### config.mk
export PLATFORM = sky130hd
export DESIGN_NAME = fmm_unit
export DESIGN_NICKNAME = d
export VERILOG_FILES = /design/src/rtl/fmm_pkg.sv /design/src/rtl/fmm_key.sv /design/src/rtl/fmm_lane.sv /design/src/rtl/fmm_unit.sv
export SDC_FILE = /design/constraint.sdc
export NUM_CORES = 1
export LEC_CHECK = 0
export ABC_AREA = 1
export BUFFER_PORTS_ARGS = -buffer_cell sky130_fd_sc_hd__buf_2
export CORE_UTILIZATION = 64
export DETAILED_ROUTE_END_ITERATION = 12
export GPL_TIMING_DRIVEN = 0
export PLACE_DENSITY = 0.95
export SYNTH_ARGS = -nofsm -noshare
export SYNTH_HDL_FRONTEND = slang
export SYNTH_SLANG_ARGS = --single-unit
export TNS_END_PERCENT = 30
### constraint.sdc
create_clock -name vclk -period 6.25
set_input_delay 0 -clock vclk [all_inputs]
set_output_delay 0 -clock vclk [all_outputs]
set_load 0.02 [all_outputs]
### src/rtl/fmm_pkg.sv
package fmm_pkg;
  typedef enum logic [2:0] {
    OP_MIN  = 3'd0,
    OP_MAX  = 3'd1,
    OP_ABS  = 3'd2,
    OP_NEG  = 3'd3,
    OP_COPY = 3'd4
  } fmm_op_e;
endpackage

### src/rtl/fmm_key.sv
// Maps a sign-magnitude float to an unsigned key whose integer order is the
// numeric order, and flags NaN encodings.
module fmm_key #(
  parameter int EXP_W = 5,
  parameter int MAN_W = 10,
  localparam int W = 1 + EXP_W + MAN_W
) (
  input  logic [W-1:0] val_i,
  output logic [W-1:0] key_o,
  output logic         nan_o
);
  always_comb begin
    nan_o = (&val_i[W-2:MAN_W]) && (|val_i[MAN_W-1:0]);
    if (val_i[W-1]) key_o = ~val_i;
    else            key_o = {1'b1, val_i[W-2:0]};
  end
endmodule

### src/rtl/fmm_lane.sv
// One precision slice: all functions for a single format width.
module fmm_lane #(
  parameter int EXP_W = 5,
  parameter int MAN_W = 10,
  localparam int W = 1 + EXP_W + MAN_W
) (
  input  fmm_pkg::fmm_op_e op_i,
  input  logic [W-1:0]     a_i,
  input  logic [W-1:0]     b_i,
  output logic [W-1:0]     y_o
);
  localparam logic [W-1:0] QNAN = {1'b0, {EXP_W{1'b1}}, 1'b1, {(MAN_W-1){1'b0}}};

  logic [W-1:0] key_a, key_b;
  logic         nan_a, nan_b;
  logic         a_below_b, b_below_a, any_nan;

  fmm_key #(.EXP_W(EXP_W), .MAN_W(MAN_W)) u_key_a (.val_i(a_i), .key_o(key_a), .nan_o(nan_a));
  fmm_key #(.EXP_W(EXP_W), .MAN_W(MAN_W)) u_key_b (.val_i(b_i), .key_o(key_b), .nan_o(nan_b));

  always_comb begin
    a_below_b = key_a < key_b;
    b_below_a = key_b < key_a;
    any_nan   = nan_a | nan_b;
    case (op_i)
      fmm_pkg::OP_MIN:  y_o = any_nan ? QNAN : (b_below_a ? b_i : a_i);
      fmm_pkg::OP_MAX:  y_o = any_nan ? QNAN : (a_below_b ? b_i : a_i);
      fmm_pkg::OP_ABS:  y_o = {1'b0, a_i[W-2:0]};
      fmm_pkg::OP_NEG:  y_o = {~a_i[W-1], a_i[W-2:0]};
      fmm_pkg::OP_COPY: y_o = a_i;
      default:          y_o = '0;
    endcase
  end
endmodule

### src/rtl/fmm_unit.sv
module fmm_unit #(
  parameter int H_EXP = 5,
  parameter int H_MAN = 10,
  parameter int S_EXP = 8,
  parameter int S_MAN = 23,
  localparam int H_W = 1 + H_EXP + H_MAN,
  localparam int S_W = 1 + S_EXP + S_MAN
) (
  input  logic           fmt_i,
  input  logic [2:0]     op_i,
  input  logic [S_W-1:0] a_i,
  input  logic [S_W-1:0] b_i,
  output logic [S_W-1:0] y_o
);
  fmm_pkg::fmm_op_e op;
  logic [H_W-1:0]   h_y;
  logic [S_W-1:0]   s_y;

  assign op = fmm_pkg::fmm_op_e'(op_i);

  fmm_lane #(.EXP_W(H_EXP), .MAN_W(H_MAN)) u_half (
    .op_i(op), .a_i(a_i[H_W-1:0]), .b_i(b_i[H_W-1:0]), .y_o(h_y));
  fmm_lane #(.EXP_W(S_EXP), .MAN_W(S_MAN)) u_single (
    .op_i(op), .a_i(a_i), .b_i(b_i), .y_o(s_y));

  always_comb begin
    if (fmt_i) y_o = s_y;
    else       y_o = {{(S_W-H_W){1'b0}}, h_y};
  end
endmodule

==> summary by stage <==
Yosys
The leading area contributor after synthesis is nand2_1. By area the synthesized netlist is led by nand2_1 (20%), nand3_1 (19%), ha_1 (12%). The netlist area before placement is 0.00508 sq mm. The number of distinct library cells after synthesis is 31. The most common cell in the synthesized netlist is nand2_1.

The commonest cells after synthesis are nand2_1 (267), nand3_1 (197), inv_1 (98). The number of warnings issued by yosys is 0. The synthesized instance count is 957. In this run the biggest area consumer among cell types represents 19.7% of the synthesized area.

The sequential element share of the synthesized area is 0%. The net count of the mapped netlist is 1,075. A synthesized cell averages 5.31 sq um.

Clocking
The number of buffers inserted for hold repair after clock tree synthesis is 0. The number of buffers inserted to repair setup after CTS is 0. After clock tree synthesis, the repair step resized 0 gates.

Place
Once detailed placement completed, the half-perimeter wirelength came to 13,400 um. The post-detailed-placement cell area is 0.00567 sq mm. During placement, the flow inserted port buffers numbering 93. Once placement completed, the tool counted placed cells totaling 1,152. The congestion estimate from routability-driven global placement came to 0.991.

Finish
Excluding fillers, the count of instances in the completed layout stands at 1,152. The fraction of layout cells with a size suffix above 1 is 13.2%. The layout has 0 clock buffers. The end-of-flow core utilization is 73.8%. The final non-filler cell area is 0.00567 sq mm. The final layout contains a sequential cell count of 0. The number of nets in the layout is 1,170. The number of antenna diodes in the final layout is 0. The area growth from synthesis to layout is 11.7%. The register area is 0 sq um.

Die
The area inside the core boundary is 0.00769 sq mm. The die span in y is 91.1 um. The width of the die is 91.1 um.

The cell row count is 32. For this configuration, the core starts out at a cell density of 66.1%. The die covers 0.00830 sq mm. The number of top-level pins is 100.

Critical path
For this run, the slowest stage of the critical path takes 0.75 ns. The cell that appears most often on the critical path is nand2_1. At the worst endpoint, the required time is 6.25 ns. The gate family responsible for the most delay along the worst path is buffers and inverters. At the worst endpoint, the arrival time is 3.64 ns. The type of the worst setup path is primary input to output pin.

The kind of start point of the critical path is a primary input. The kind of end point of the critical path is an output pin. Along the worst path, the maximum fanout reaches 10. Counting both buffers and inverters, the worst setup path holds a total of 4. Traced cell by cell, the critical path runs through clkbuf_1 -> buf_1 -> xor2_1 -> ha_1 -> nand2_1 -> nor2_1 -> nand4_1 -> nor2_2 -> nand4_2 -> clkbuf_1 -> nand3_1 -> nand3_1 -> nand2_1 -> nand2_1 -> a21oi_1 -> buf_2.

The cell with the largest stage delay on the worst path is buf_1.

Global route
The first global-routing pass estimated 28,200 um of wire. For met3 alone, demand over resource in global routing was 3.18%. The met1 usage is 52.3%. The global-route usage over all layers is 40.6%. The global-route layer with the greatest usage is met2. The overall overflow remaining after global route is 0. The initial antenna violation count came to 0.

The via count of the first global-routing pass is 6,212. Global routing consumed, on the met2 layer, 67.8% of the routing resources. The pin count of the biggest net entering global routing is 11.

Worst hold path
The hold-critical path endpoint is y_o[28]. The number of cells on the worst hold path is 6. The class of the most critical hold timing path is primary input to output pin. The worst min-delay path startpoint is a_i[28].

Detailed routing
The count of nets left with antenna violations once routing finished came out at 0. Dividing the detail-routed wire length by the instance count gives 15.0 um. The via-per-instance ratio is 5.97.

The number of vias after detailed routing is 6,882. The number of DRC markers after the initial detailed-route iteration is 881. The overall routed net length is 17,300 um.

The first TritonRoute pass finished after 6 iterations. The count of unresolved DRC violations after routing is 0.

Timing
The number of pins with negative max-slew slack in the final report is 0. The setup TNS is 0 ns. Setup repair after global routing left no endpoint under its margin.

The smallest clock period supported by the final layout is computed as 3.64 ns. The hold violation count in the final report is 0. Setup violations remaining at the end of the flow were counted as 0. The worst path uses 58.2% of the clock period.

Static timing analysis puts the maximum clock frequency at 275 MHz. The actual transition at the worst max-transition pin is 0.925 ns. The headroom to the max-slew limit is 38.3%.

Power and ir drop
The maximum ir drop on the vdd rail is 0.0770 mV. The power density relative to cell area is 109 mW/mm^2. The analysis attributes to cell leakage a power of 3.17 nW.

Run status
The run finished with clean final reports.

Job
The tool flagged a number of max-cap violations equal to 0.
[worst max-delay path by stage]
stage / from / to / slack [ns] / depth (start not counted)
after floorplan: b_i[15] / y_o[10] / 3.61 / 16
after detailed placement: a_i[31] / y_o[9] / 2.81 / 16
after CTS: a_i[31] / y_o[9] / 2.79 / 16
final: a_i[31] / y_o[9] / 2.61 / 16
after global placement: a_i[31] / y_o[11] / 2.88 / 16
after global routing: a_i[31] / y_o[9] / 2.51 / 16
[layout by cell type (no fill, tap or decap), types with 8 or more instances in the layout]
cell / n
nand2_1: 267
nand3_1: 197
buf_2: 105
inv_1: 98
a21oi_1: 63
ha_1: 50
xor2_1: 45
xnor2_1: 45
clkbuf_1: 37
nor2_1: 35
o21ai_0: 35
nand4_1: 11
buf_6: 10
buf_1: 8
nor3_1: 8
[where the power goes]
group | total, mW | internal [mW] | leakage (nW) | switching, mW
Sequential | 0 | 0 | 0 | 0
Clock | 0 | 0 | 0 | 0
Combinational | 0.620 | 0.229 | 3.17 | 0.391
[metal layers]
layer / wire, um / share of wire (%) / vias up
li1: - / - / 3298
met1: 6630 / 38 / 3001
met2: 7810 / 45 / 519
met3: 2170 / 13 / 64
met4: 731 / 4.2 / 0
met5: 0 / 0 / -
[per-stage QoR]
stage	setup WS (ns)	hold slack [ns]	power, mW
global route	2.51	0.538	0.685
global placement	2.88	0.501	0.584
detailed placement	2.81	0.508	0.601
finish	2.61	0.516	0.620
CTS	2.79	0.511	0.604
floorplan	3.61	0.244	0.444
[layout make-up]
class / count / area [sq um]
Multi-Input combinational cell: 785 / 4340
Fill cell: 688 / 2010
Timing Repair Buffer: 93 / 465
Inverter: 104 / 390
Buffer: 68 / 349
Tap cell: 102 / 128
[logic make-up (layout without fill, tap and decap cells)]
group,count (synthesis),in the layout,share of synthesized area [%]
and+or+nand+nor,536,536,46.4
adders and majority gates,50,50,12.3
xor gates and xnor gates,90,90,15.5
buffers and inverters,172,265,14.6
AOI/OAI and AO/OA,109,109,11.2
(Power assumes the default switching activity.)
